<file path="src/rtl/fod_pkg.sv">
package fod_pkg;

  typedef struct packed {
    logic loadOut;
    logic bypassOut;
  } fodStrobe_t;

endpackage

</file>
<file path="src/rtl/fod_prefix_scan.sv">
module fod_prefix_scan #(
  parameter int WIDTH = 32
) (
  input  logic [WIDTH-1:0] bitsIn,
  output logic [WIDTH-1:0] runOr
);
  localparam int LEVELS = (WIDTH > 1) ? $clog2(WIDTH) : 1;

  logic [LEVELS:0][WIDTH-1:0] stage;

  assign stage[0] = bitsIn;

  for (genvar lvl = 0; lvl < LEVELS; lvl++) begin : g_level
    localparam int DIST = 1 << lvl;
    for (genvar pos = 0; pos < WIDTH; pos++) begin : g_pos
      if (pos >= DIST) begin : g_merge
        assign stage[lvl+1][pos] = stage[lvl][pos] | stage[lvl][pos-DIST];
      end else begin : g_pass
        assign stage[lvl+1][pos] = stage[lvl][pos];
      end
    end
  end

  assign runOr = stage[LEVELS];
endmodule

</file>
<file path="src/rtl/fod_edge_mark.sv">
module fod_edge_mark #(
  parameter int WIDTH = 32,
  localparam int IDXW = (WIDTH > 1) ? $clog2(WIDTH) : 1
) (
  input  logic [WIDTH-1:0] runOr,
  output logic [WIDTH-1:0] hotMark,
  output logic [IDXW-1:0]  hotIdx,
  output logic             anySet
);
  logic [WIDTH-1:0] runBelow;

  assign runBelow = {runOr[WIDTH-2:0], 1'b0};
  assign hotMark  = runOr & ~runBelow;
  assign anySet   = runOr[WIDTH-1];

  always_comb begin
    hotIdx = '0;
    for (int pos = 0; pos < WIDTH; pos++) begin
      if (hotMark[pos]) hotIdx = hotIdx | IDXW'(pos);
    end
  end
endmodule

</file>
<file path="src/rtl/fod_ctrl.sv">
module fod_ctrl
  import fod_pkg::*;
#(
  parameter bit REG_OUT = 1'b1
) (
  output fodStrobe_t strobe
);
  assign strobe.loadOut   = REG_OUT;
  assign strobe.bypassOut = !REG_OUT;
endmodule

</file>
<file path="src/rtl/fod_datapath.sv">
module fod_datapath
  import fod_pkg::*;
#(
  parameter int WIDTH = 32,
  localparam int IDXW = (WIDTH > 1) ? $clog2(WIDTH) : 1
) (
  input  logic             clk,
  input  logic             rstN,
  input  fodStrobe_t       strobe,
  input  logic [WIDTH-1:0] inWord,
  output logic [WIDTH-1:0] firstHot,
  output logic [IDXW-1:0]  firstIdx,
  output logic             found
);
  logic [WIDTH-1:0] runOr;
  logic [WIDTH-1:0] hotMark;
  logic [IDXW-1:0]  hotIdx;
  logic             anySet;

  logic [WIDTH-1:0] hotQ;
  logic [IDXW-1:0]  idxQ;
  logic             foundQ;

  fod_prefix_scan #(.WIDTH(WIDTH)) i_scan (
    .bitsIn (inWord),
    .runOr  (runOr)
  );

  fod_edge_mark #(.WIDTH(WIDTH)) i_mark (
    .runOr   (runOr),
    .hotMark (hotMark),
    .hotIdx  (hotIdx),
    .anySet  (anySet)
  );

  always_ff @(posedge clk or negedge rstN) begin
    if (!rstN) begin
      hotQ   <= '0;
      idxQ   <= '0;
      foundQ <= 1'b0;
    end else if (strobe.loadOut) begin
      hotQ   <= hotMark;
      idxQ   <= hotIdx;
      foundQ <= anySet;
    end
  end

  assign firstHot = strobe.bypassOut ? hotMark : hotQ;
  assign firstIdx = strobe.bypassOut ? hotIdx  : idxQ;
  assign found    = strobe.bypassOut ? anySet  : foundQ;
endmodule

</file>
<file path="src/rtl/first_one_detect.sv">
module first_one_detect
  import fod_pkg::*;
#(
  parameter int WIDTH   = 32,
  parameter bit REG_OUT = 1'b1,
  localparam int IDXW = (WIDTH > 1) ? $clog2(WIDTH) : 1
) (
  input  logic             clk,
  input  logic             rstN,
  input  logic [WIDTH-1:0] inWord,
  output logic [WIDTH-1:0] firstHot,
  output logic [IDXW-1:0]  firstIdx,
  output logic             found
);
  fodStrobe_t strobe;

  fod_ctrl #(.REG_OUT(REG_OUT)) i_ctrl (
    .strobe (strobe)
  );

  fod_datapath #(.WIDTH(WIDTH)) i_dp (
    .clk      (clk),
    .rstN     (rstN),
    .strobe   (strobe),
    .inWord   (inWord),
    .firstHot (firstHot),
    .firstIdx (firstIdx),
    .found    (found)
  );
endmodule

</file>
<file path="config.mk">
export PLATFORM = sky130hd
export DESIGN_NAME = first_one_detect
export DESIGN_NICKNAME = d
export VERILOG_FILES = /design/src/rtl/fod_pkg.sv /design/src/rtl/fod_prefix_scan.sv /design/src/rtl/fod_edge_mark.sv /design/src/rtl/fod_ctrl.sv /design/src/rtl/fod_datapath.sv /design/src/rtl/first_one_detect.sv
export SDC_FILE = /design/constraint.sdc
export NUM_CORES = 1
export LEC_CHECK = 0
export ABC_AREA = 0
export BUFFER_PORTS_ARGS = -buffer_cell sky130_fd_sc_hd__buf_2
export CAP_MARGIN = 5
export CORE_UTILIZATION = 50
export DETAILED_ROUTE_END_ITERATION = 7
export HOLD_SLACK_MARGIN = 0.03
export PLACE_DENSITY_LB_ADDON = 0.05
export REMOVE_ABC_BUFFERS = 1
export SYNTH_ARGS = -nofsm -noshare
export SYNTH_HDL_FRONTEND = slang
export SYNTH_SLANG_ARGS = --single-unit
</file>
<file path="constraint.sdc">
create_clock -name clk -period 0.8 [get_ports clk]
set_input_delay 0.12 -clock clk [delete_from_list [all_inputs] [get_ports clk]]
set_output_delay 0.12 -clock clk [all_outputs]
set_load 0.01 [all_outputs]
</file>
==> insert_results.sql, run 1 <==
INSERT INTO impl_metrics (metric_group, metric, value, unit) VALUES
('grt', 'antenna_found_initial', '0', ''),
('routing', 'wirelength', '6660', 'um'),
('power', 'leakage', '1.52', 'nW'),
('grt', 'grtUsageTotal', '34.4', '%'),
('final_layout', 'post-route-cell-area', '2790', 'um^2'),
('final_layout', 'flow.area_growth_from_synthesis', '71.5', '%'),
('timing', 'setup_viol', '69', ''),
('timing', 'hold-worst-slack', '62.4', 'ps'),
('routing', 'drcViolationCount', '0', ''),
('worst_setup_path', 'path_max_fanout', '6', ''),
('worst_setup_path', 'path_depth', '5', ''),
('timing', 'period_share', '224', '%'),
('yosys', 'synth_cell_types', '39', ''),
('floorplanning', 'dieArea', '3490', 'um^2'),
('hold_path', 'hold_depth', '2', ''),
('floorplanning', 'die_height', '59.1', 'um'),
('final_layout', 'final_net_count', '322', ''),
('hold_path', 'worst_min_delay_path_startpoint', 'inWord[20]', ''),
('floorplanning', 'design.core.area', '3080', 'um^2'),
('worst_setup_path', 'critPathKind', 'primary input to flop', ''),
('timing', 'finalSetupTns', '-28280', 'ps'),
('routing', 'met3_length', '494', 'um'),
('clock_network', 'clock_sinks', '38', ''),
('run_status', 'failed_checks', 'setup timing', ''),
('timing', 'fmaxAchievable', '0.559', 'GHz'),
('clock_network', 'clk_pin_slew', '100', 'ps'),
('placed_design', 'buffer_ports.inserted', '71', ''),
('final_layout', 'num-fill-cells', '128', ''),
('yosys', 'synth_compound_gate_area_share', '8.06', '%'),
('routing', 'wl_per_cell', '20.1', 'um'),
('final_layout', 'finalNonFillerCells', '332', ''),
('routing', 'via_count', '1981', ''),
('power', 'power', '3.46', 'mW'),
('flow_run', 'drv.max_cap_violation_count', '0', ''),
('power', 'power.ir.vdd_worst', '0.873', 'mV'),
('yosys', 'synth_seq_area_share', '58.4', '%'),
('clock_network', 'maximum_buffer_depth_of_the_clock_tree', '2', ''),
('placed_design', 'post-dp-hpwl', '3540', 'um'),
('clock_network', 'root_buffer', 'sky130_fd_sc_hd__clkbuf_4', ''),
('timing', 'drv_slew', '0', ''),
('floorplanning', 'top_level_ports', '72', ''),
('clock_network', 'tritoncts_clock_tree', 'done', ''),
('clock_network', 'tritoncts.num_buffers', '5', ''),
('floorplanning', 'placementRows', '20', ''),
('routing', 'drt_pass1_iterations', '4', ''),
('timing', 'timing_hold_violations_final', '0', ''),
('power', 'power-per-cell-area', '1240', 'nW/um^2'),
('worst_setup_path', 'critical_path.n_buffers_inverters', '1', ''),
('worst_setup_path', 'setup.worst_path.start_class', 'primary input', ''),
('final_layout', 'multiInputGateArea', '813', 'um^2'),
('timing', 'postLayoutSetupSlackWorst', '-988', 'ps'),
('worst_setup_path', 'timing.critical_path.max_delay_family', 'simple AND/OR/NAND/NOR gates', ''),
('routing', 'ant_nets', '0', ''),
('final_layout', 'insertedDiodeCount', '0', ''),
('yosys', 'adder_and_majority_gate_portion_of_the_synthesized_area', '0', '%'),
('floorplanning', 'start_util', '52.9', '%'),
('run_status', 'status', 'finished with violations', ''),
('clock_network', 'cts_htree_levels', '2', ''),
('floorplanning', 'width_of_the_die', '59.1', 'um'),
('grt', 'grt_pass1_wl', '8610', 'um'),
('placed_design', 'globalplace.congestion', '0.855', ''),
('grt', 'grt_start_max_net_pins', '39', ''),
('routing', 'top_layer_used', 'met4', ''),
('worst_setup_path', 'slowest_stage', 'sky130_fd_sc_hd__or4b_4', ''),
('yosys', 'post_synth.cell_area_avg', '10.9', 'um^2'),
('hold_path', 'hp-class', 'primary input to flop', ''),
('timing', 'fin_crit', '1790', 'ps'),
('final_layout', 'layout-drive-gt1-share', '59.0', '%'),
('placed_design', 'dp_cells', '313', ''),
('yosys', 'mappedNetlistArea', '1630', 'um^2'),
('routing', 'detail_route.vias_per_cell', '5.97', '');
[cell usage in the layout, fill, tap and decap left out, types with 4 or more instances in the layout]
cell	n
sky130_fd_sc_hd__buf_4	52
sky130_fd_sc_hd__dfrtp_1	38
sky130_fd_sc_hd__nor2_4	4
sky130_fd_sc_hd__nor2_1	13
sky130_fd_sc_hd__inv_1	8
sky130_fd_sc_hd__and3_1	7
sky130_fd_sc_hd__and2_1	4
sky130_fd_sc_hd__nand2_1	7
sky130_fd_sc_hd__nor4_1	4
sky130_fd_sc_hd__buf_2	66
sky130_fd_sc_hd__nor3_1	5
sky130_fd_sc_hd__buf_6	11
sky130_fd_sc_hd__clkbuf_4	5
[area by class of cell]
type | count | area share, %
inverter | 8 | 1.07
sequential | 38 | 34.0
timing repair buffer | 133 | 32.2
multi-input combinational | 102 | 29.1
clock buffer | 7 | 1.61
tap | 44 | 1.97
[layer usage]
metal | up-vias | global-route usage [%]
li1 | 825 | -
met1 | 956 | 36.5
met2 | 148 | 59.6
met3 | 52 | 7.64
met4 | 0 | 25.9
met5 | - | 0
[stage by stage]
stage / util [%] / setup slack, ps
6_report: 90.8 / -988
5_1_grt: 90.8 / -991
4_1_cts: 86.2 / -854
3_5_place_dp: 78.5 / -1290
3_3_place_gp: 78.5 / -1230
2_1_floorplan: - / -1050
[where the power goes]
| part | internal (mW) | switching [mW] |
|---|---|---|
| logic | 0.280 | 0.323 |
| clock network | 0.332 | 0.583 |
| registers | 1.94 | 0.00650 |
| total | 2.55 | 0.912 |
[what timing repair did]
action	4_1_cts	5_1_grt
pin swaps	10	13
buffers inserted	5	6
endpoints found under the hold margin	39	0
hold buffers	2	0
gates resized for setup	26	24
endpoints found under the setup margin	68	70
[sequential cells by signal, summed over array words and instances (netlist names)]
| name | flops |
|---|---|
| i_dp.hotQ | 32 |
| i_dp.idxQ | 5 |
| i_dp.foundQ | 1 |
[worst paths after layout]
path,slack [ps],to
min in group asynchronous,270,i_dp.hotQ[17]
worst min-delay path,60,i_dp.hotQ[20]
max in group asynchronous,340,i_dp.hotQ[15]
worst max-delay path,-990,i_dp.hotQ[17]
[synthesized netlist by cell type (all sizes together)]
cell,n,share of area (%)
a2111oi,1,0.54
a211oi,3,1.4
a21o,1,0.46
a21oi,4,1.2
a31oi,5,1.9
and2,6,2.4
and3,8,3.1
and3b,1,0.61
and4,1,0.54
and4b,1,0.61
buf,1,0.69
dfrtp,38,58
inv,8,1.8
nand2,9,2.1
nand3,3,0.92
nand3b,1,0.46
nand4,1,0.38
nand4b,1,0.54
nor2,20,4.6
nor2b,1,0.38
nor3,9,3.5
nor3b,3,1.7
nor4,8,3.5
nor4b,3,2.5
o21ai,3,0.92
o311ai,1,0.54
o32ai,1,0.54
o41ai,1,0.54
or2b,1,0.46
or3,2,0.85
or4,2,1.2
or4b,1,0.84
[kinds of logic (layout without fill, tap and decap cells)]
family | after synthesis | after routing
compound gates | 20 | 20
simple gates | 82 | 82
buf+inv | 9 | 148
flops | 38 | 38
(Power assumes the default switching activity.)
==> run 2: changes to the inputs <==
BUFFER_PORTS_ARGS = -buffer_cell sky130_fd_sc_hd__clkbuf_2   (was -buffer_cell sky130_fd_sc_hd__buf_2)
SETUP_SLACK_MARGIN = 0.3   (was default)
==> run 2 against run 1 <==
  * The run still ends with setup timing left
  * Non-clock buffer count increased by 6
  * Clock power is 22% higher
  * Sequential share of layout area shrank 0.98 points
  * Critical path depth grew 1
  * Hold slack worse by 61 ps
  * Largest cell class is now buffers
  * Largest power group unchanged
  * Highest routed layer unchanged
==> insert_results.sql, run 2 (synthesis results as in run 1) <==
INSERT INTO impl_metrics (metric_group, metric, value, unit) VALUES
('run_status', 'status', 'finished with violations', ''),
('run_status', 'failed_checks', 'setup timing', ''),
('timing', 'fmaxAchievable', '0.549', 'GHz'),
('worst_setup_path', 'cp-end-kind', 'flop', ''),
('grt', 'grtUsageTotal', '37.0', '%'),
('final_layout', 'final_net_count', '328', ''),
('placed_design', 'buffer_ports.inserted', '71', ''),
('routing', 'drt_pass1_iterations', '5', ''),
('final_layout', 'layout.cells.most_common_list', '64 x sky130_fd_sc_hd__clkbuf_2, 57 x sky130_fd_sc_hd__buf_4, 38 x sky130_fd_sc_hd__dfrtp_1', ''),
('power', 'power.ir.vdd_worst', '1.13', 'mV'),
('power', 'leakage', '1.55', 'nW'),
('worst_setup_path', 'setup.worst_path.start_class', 'primary input', ''),
('flow_run', 'drv.max_cap_violation_count', '0', ''),
('timing', 'drv_slew', '0', ''),
('worst_setup_path', 'critical_path.n_buffers_inverters', '1', ''),
('timing', 'postLayoutSetupSlackWorst', '-1020', 'ps'),
('floorplanning', 'dieArea', '3490', 'um^2'),
('routing', 'via_count', '2165', ''),
('final_layout', 'commonest_non_fill_non_tap_cell_in_the_layout', 'sky130_fd_sc_hd__clkbuf_2', ''),
('timing', 'hold-worst-slack', '1.84', 'ps'),
('power', 'power-per-cell-area', '1300', 'nW/um^2'),
('worst_setup_path', 'timing.critical_path.arrival', '2110', 'ps'),
('clock_network', 'tritoncts_clock_tree', 'done', ''),
('final_layout', 'top_register', 'i_dp.hotQ', ''),
('clock_network', 'clock_sinks', '38', ''),
('floorplanning', 'start_util', '52.9', '%'),
('grt', 'globalRoute.totalOverflow', '0', ''),
('routing', 'wirelength', '8510', 'um'),
('grt', 'antenna_found_initial', '0', ''),
('final_layout', 'biggestRegsByFlops', 'i_dp.hotQ (32), i_dp.idxQ (5), i_dp.foundQ (1)', ''),
('clock_network', 'tritoncts.num_buffers', '5', ''),
('grt', 'grt_pass1_wl', '9290', 'um'),
('timing', 'period_share', '228', '%'),
('worst_setup_path', 'critical-path-max-stage-delay', '560', 'ps'),
('worst_setup_path', 'path_max_fanout', '4', ''),
('timing', 'maxSlewHeadroom', '47.0', '%'),
('timing', 'timing_hold_violations_final', '0', ''),
('final_layout', 'insertedDiodeCount', '0', ''),
('worst_setup_path', 'critPathKind', 'primary input to flop', ''),
('timing', 'rsz_0062_raised_after_global_routing', 'yes', ''),
('clock_network', 'post_cts_hold_buffer_count', '1', ''),
('timing', 'fin_crit', '1820', 'ps'),
('routing', 'detail_route.vias_per_cell', '6.39', ''),
('power', 'power', '3.74', 'mW'),
('hold_path', 'worst_min_delay_path_startpoint', 'inWord[0]', ''),
('grt', 'grt_start_max_net_pins', '39', ''),
('final_layout', 'num-fill-cells', '99', ''),
('final_layout', 'largest_reg_flops', '32', ''),
('timing', 'setup_viol', '66', ''),
('routing', 'drcViolationCount', '0', ''),
('floorplanning', 'width_of_the_die', '59.1', 'um'),
('hold_path', 'hp-class', 'primary input to flop', ''),
('floorplanning', 'top_level_ports', '72', ''),
('final_layout', 'layout-drive-gt1-share', '60.3', '%'),
('grt', 'first_global_vias', '1960', ''),
('floorplanning', 'design.core.area', '3080', 'um^2'),
('routing', 'wl_per_cell', '25.1', 'um'),
('routing', 'ant_nets', '0', ''),
('floorplanning', 'placementRows', '20', ''),
('worst_setup_path', 'timing.critical_path.max_delay_family', 'simple AND/OR/NAND/NOR gates', ''),
('routing', 'drtIter0Drc', '262', ''),
('placed_design', 'globalplace.congestion', '0.894', ''),
('timing', 'tightest_slew', '775', 'ps'),
('worst_setup_path', 'cp_data_required_time', '1090', 'ps'),
('clock_network', 'clk_pin_slew', '120', 'ps'),
('placed_design', 'post-dp-hpwl', '3560', 'um'),
('worst_setup_path', 'worstPathCellList', 'buf_8, or4_4, or4b_4, nor4b_4, a21oi_1, nand3_1', ''),
('clock_network', 'maximum_buffer_depth_of_the_clock_tree', '2', ''),
('clock_network', 'root_buffer', 'sky130_fd_sc_hd__clkbuf_4', ''),
('worst_setup_path', 'slowest_stage', 'sky130_fd_sc_hd__or4b_4', ''),
('final_layout', 'flow.area_growth_from_synthesis', '76.6', '%'),
('floorplanning', 'die_height', '59.1', 'um'),
('worst_setup_path', 'timing.critical_path.from', 'inWord[10]', ''),
('clock_network', 'cts_htree_levels', '2', '');
-- run 2: cell count changes in the layout (fill, tap and decap cells not counted), moves of 2 or more --
| cell | change |
|---|---|
| sky130_fd_sc_hd__and2_1 | -2 |
| sky130_fd_sc_hd__buf_6 | -2 |
| sky130_fd_sc_hd__nor3_1 | -2 |
| sky130_fd_sc_hd__clkbuf_2 | +64 |
| sky130_fd_sc_hd__nor2_2 | -2 |
| sky130_fd_sc_hd__clkbuf_16 | +2 |
| sky130_fd_sc_hd__buf_2 | -63 |
| sky130_fd_sc_hd__nor2_4 | -2 |
| sky130_fd_sc_hd__nor3_4 | +2 |
| sky130_fd_sc_hd__nor2_1 | +4 |
| sky130_fd_sc_hd__buf_4 | +5 |
| sky130_fd_sc_hd__and2_4 | +2 |
-- run 2: report_power, final --
group / internal, mW / leakage, nW / switching, mW
Sequential: 1.94 / 0.519 / 0.00842
Clock: 0.426 / 0.0353 / 0.695
Combinational: 0.310 / 0.995 / 0.367
-- run 2: metrics by stage --
step	setup TNS, ps	instances	setup slack, ps	instance area, um^2	utilization [%]
after floorplan	-25040	148	-1050	1620	-
after detailed placement	-33510	316	-1290	2440	79.2
after CTS	-25870	332	-886	2730	88.7
final	-30350	339	-1020	2880	93.5
after global routing	-31260	339	-1010	2880	93.5
after global placement	-31910	316	-1240	2440	79.2
-- run 2: area by class of cell --
| cell class | instances | area (um^2) | share of cell area (%) |
|---|---|---|---|
| multi-input combinational | 102 | 806 | 28.0 |
| timing repair buffer | 139 | 975 | 33.9 |
| clock buffer | 7 | 55.1 | 1.91 |
| clock inverter | 1 | 5.00 | 0.174 |
| sequential | 38 | 951 | 33.1 |
| inverter | 8 | 30.0 | 1.04 |
| tap | 44 | 55.1 | 1.91 |
-- run 2: metal layers --
metal | wire length [um] | vias up | GRT usage [%]
met2 | 3980 | 212 | 67.2
met1 | 2640 | 1016 | 37.8
met3 | 918 | 96 | 9.83
li1 | - | 841 | -
met4 | 973 | 0 | 21.8
met5 | 0 | - | 0
-- run 2: worst paths after layout --
check	slack, ps	depth (start not counted)	end
worst max-delay path	-1020	6	i_dp.idxQ[2]
worst min-delay path	2	2	i_dp.hotQ[0]
max in group asynchronous	380	3	i_dp.hotQ[9]
min in group asynchronous	250	3	i_dp.hotQ[4]
-- run 2: timing repair --
action | 4_1_cts | 5_1_grt
endpoints found under the setup margin | 72 | 91
resized for setup | 35 | 23
buffers inserted | 7 | 6
gates cloned | 0 | 1
hold endpoints to repair | 39 | 1
pin swaps | 20 | 9
==> run 3: changes to the inputs <==
GPL_TIMING_DRIVEN = 1   (was default)
RECOVER_POWER = 25   (was default)
==> run 3 against run 2 <==
  * The run still ends with setup timing left
  * Sequential cell count is the same
  * Global-route usage unchanged
  * Largest cell class unchanged
  * Maximum frequency is 0.30% higher
  * Hold slack improved by 30 ps
  * Critical path type unchanged
  * First-iteration DRC count increased by 3.1%
==> insert_results.sql, run 3 (synthesis results as in run 1) <==
INSERT INTO impl_metrics (metric_group, metric, value, unit) VALUES
('clock_network', 'tritoncts.num_buffers', '5', ''),
('final_layout', 'commonest_non_fill_non_tap_cell_in_the_layout', 'sky130_fd_sc_hd__clkbuf_2', ''),
('routing', 'drtIter0Drc', '270', ''),
('worst_setup_path', 'setup.worst_path.start_class', 'primary input', ''),
('floorplanning', 'placementRows', '20', ''),
('timing', 'fin_crit', '1820', 'ps'),
('power', 'power.share.sequential', '52.0', '%'),
('grt', 'grt_start_max_net_pins', '39', ''),
('routing', 'ant_nets', '0', ''),
('grt', 'grtUsageTotal', '37.0', '%'),
('placed_design', 'post-dp-hpwl', '3560', 'um'),
('power', 'power.ir.vdd_worst', '1.13', 'mV'),
('floorplanning', 'design.core.area', '3080', 'um^2'),
('worst_setup_path', 'timing.critical_path.arrival', '2110', 'ps'),
('worst_setup_path', 'timing.critical_path.from', 'inWord[10]', ''),
('final_layout', 'insertedDiodeCount', '0', ''),
('hold_path', 'hp-class', 'primary input to flop', ''),
('placed_design', 'buffer_ports.inserted', '71', ''),
('floorplanning', 'width_of_the_die', '59.1', 'um'),
('run_status', 'status', 'finished with violations', ''),
('final_layout', 'finalNonFillerCells', '339', ''),
('routing', 'detail_route.vias_per_cell', '6.35', ''),
('grt', 'first_global_vias', '1960', ''),
('timing', 'fmaxAchievable', '0.551', 'GHz'),
('floorplanning', 'start_util', '52.9', '%'),
('worst_setup_path', 'cp-end-kind', 'flop', ''),
('timing', 'tightest_slew', '753', 'ps'),
('timing', 'postLayoutSetupSlackWorst', '-1020', 'ps'),
('final_layout', 'layout.cells.most_common_list', '64 x sky130_fd_sc_hd__clkbuf_2, 55 x sky130_fd_sc_hd__buf_4, 38 x sky130_fd_sc_hd__dfrtp_1', ''),
('timing', 'period_share', '227', '%'),
('worst_setup_path', 'crit_path_end', 'i_dp.idxQ[2]', ''),
('timing', 'drv_slew', '0', ''),
('final_layout', 'biggestRegsByFlops', 'i_dp.hotQ (32), i_dp.idxQ (5), i_dp.foundQ (1)', ''),
('floorplanning', 'dieArea', '3490', 'um^2'),
('power', 'total_switching_power', '1.07', 'mW'),
('final_layout', 'final_net_count', '328', ''),
('grt', 'globalRoute.totalOverflow', '0', ''),
('grt', 'grt_pass1_wl', '9290', 'um'),
('clock_network', 'clock_sinks', '38', ''),
('clock_network', 'root_buffer', 'sky130_fd_sc_hd__clkbuf_4', ''),
('final_layout', 'largest_reg_flops', '32', ''),
('flow_run', 'drv.max_cap_violation_count', '0', ''),
('routing', 'drcViolationCount', '0', ''),
('grt', 'antenna_found_initial', '0', ''),
('routing', 'via_count', '2151', ''),
('timing', 'maxSlewHeadroom', '48.5', '%'),
('floorplanning', 'top_level_ports', '72', ''),
('final_layout', 'flow.area_growth_from_synthesis', '76.3', '%'),
('placed_design', 'globalplace.congestion', '0.894', ''),
('clock_network', 'maximum_buffer_depth_of_the_clock_tree', '2', ''),
('routing', 'wirelength', '8540', 'um'),
('run_status', 'failed_checks', 'setup timing', ''),
('routing', 'wl_per_cell', '25.2', 'um'),
('power', 'power_frac_clock', '30.0', '%'),
('worst_setup_path', 'path_max_fanout', '4', ''),
('power', 'leakage', '1.55', 'nW'),
('power', 'p_int', '2.67', 'mW'),
('placed_design', 'dp_cells', '316', ''),
('final_layout', 'top_register', 'i_dp.hotQ', ''),
('timing', 'rsz_0062_raised_after_global_routing', 'yes', ''),
('power', 'pwr-share-comb', '18.0', '%'),
('timing', 'setup_viol', '66', ''),
('power', 'swShare', '28.7', '%'),
('worst_setup_path', 'critPathKind', 'primary input to flop', ''),
('clock_network', 'clk_pin_slew', '120', 'ps'),
('power', 'power-per-cell-area', '1300', 'nW/um^2'),
('clock_network', 'cts_htree_levels', '2', ''),
('routing', 'drt_pass1_iterations', '5', ''),
('placed_design', 'pre_cts_slack', '-1290', 'ps'),
('clock_network', 'tritoncts_clock_tree', 'done', ''),
('clock_network', 'post_cts_hold_buffer_count', '1', ''),
('floorplanning', 'die_height', '59.1', 'um'),
('final_layout', 'layout-drive-gt1-share', '60.0', '%'),
('timing', 'timing_hold_violations_final', '0', ''),
('worst_setup_path', 'cp_data_required_time', '1090', 'ps');
## run 3: power by group through the flow
stage | Clock (mW) | Combinational, mW | Sequential (mW)
after global placement | 0 | 0.459 | 1.98
final | 1.12 | 0.676 | 1.95
after CTS | 1.03 | 0.541 | 1.94
after global routing | 1.20 | 0.696 | 1.95
after floorplan | 0 | 0.0917 | 1.99
after detailed placement | 0 | 0.483 | 1.98
## run 3: critical path: stages
cell                      delay [ps]
sky130_fd_sc_hd__buf_8           100
sky130_fd_sc_hd__or4_4           540
sky130_fd_sc_hd__or4b_4          560
sky130_fd_sc_hd__nor4b_4         370
sky130_fd_sc_hd__a21oi_1         230
sky130_fd_sc_hd__nand3_1         170
## run 3: how the worst min path moves through the flow
stage                         start            end  slack (ps)  cells after the start
after floorplan                rstN    i_dp.foundQ        -180                      0
after global placement         rstN  i_dp.hotQ[21]         100                      2
after detailed placement       rstN  i_dp.hotQ[19]         100                      2
after CTS                 inWord[0]   i_dp.hotQ[0]          10                      2
after global routing      inWord[0]   i_dp.hotQ[0]          30                      2
final                     inWord[0]   i_dp.hotQ[0]          30                      2
## run 3: area by class of cell
cell class / count / area, um^2
flip-flops and latches: 38 / 951
clock inverters: 1 / 5.00
fillers: 101 / 205
repair buffers: 139 / 971
well taps: 44 / 55.1
clock buffers: 7 / 55.1
multi-input cells: 102 / 806
inverters: 8 / 30.0
## run 3: layer usage
metal	vias up	part of all wire, %	track usage (%)
met2	211	46	67.2
met4	0	11	21.8
met5	-	0	0
met1	1004	31	37.8
met3	97	11	9.83
li1	839	-	-
## run 3: what timing repair did
| item | CTS | global route |
|---|---|---|
| cloned | 0 | 1 |
| buffers inserted | 7 | 6 |
| endpoints found under the setup margin | 72 | 91 |
| pin swaps | 20 | 9 |
| gates resized for setup | 35 | 23 |
| hold endpoints to repair | 39 | 1 |
## run 3: per-stage QoR
step / hold WS [ps] / util [%] / TNS (ps) / area (um^2) / power (mW)
2_1_floorplan: -176 / - / -25040 / 1620 / 2.08
3_3_place_gp: 97.8 / 79.2 / -31910 / 2440 / 2.44
3_5_place_dp: 100 / 79.2 / -33510 / 2440 / 2.46
4_1_cts: 12.9 / 88.7 / -25870 / 2730 / 3.52
5_1_grt: 29.1 / 93.3 / -31260 / 2870 / 3.85
6_report: 31.6 / 93.3 / -30340 / 2870 / 3.75
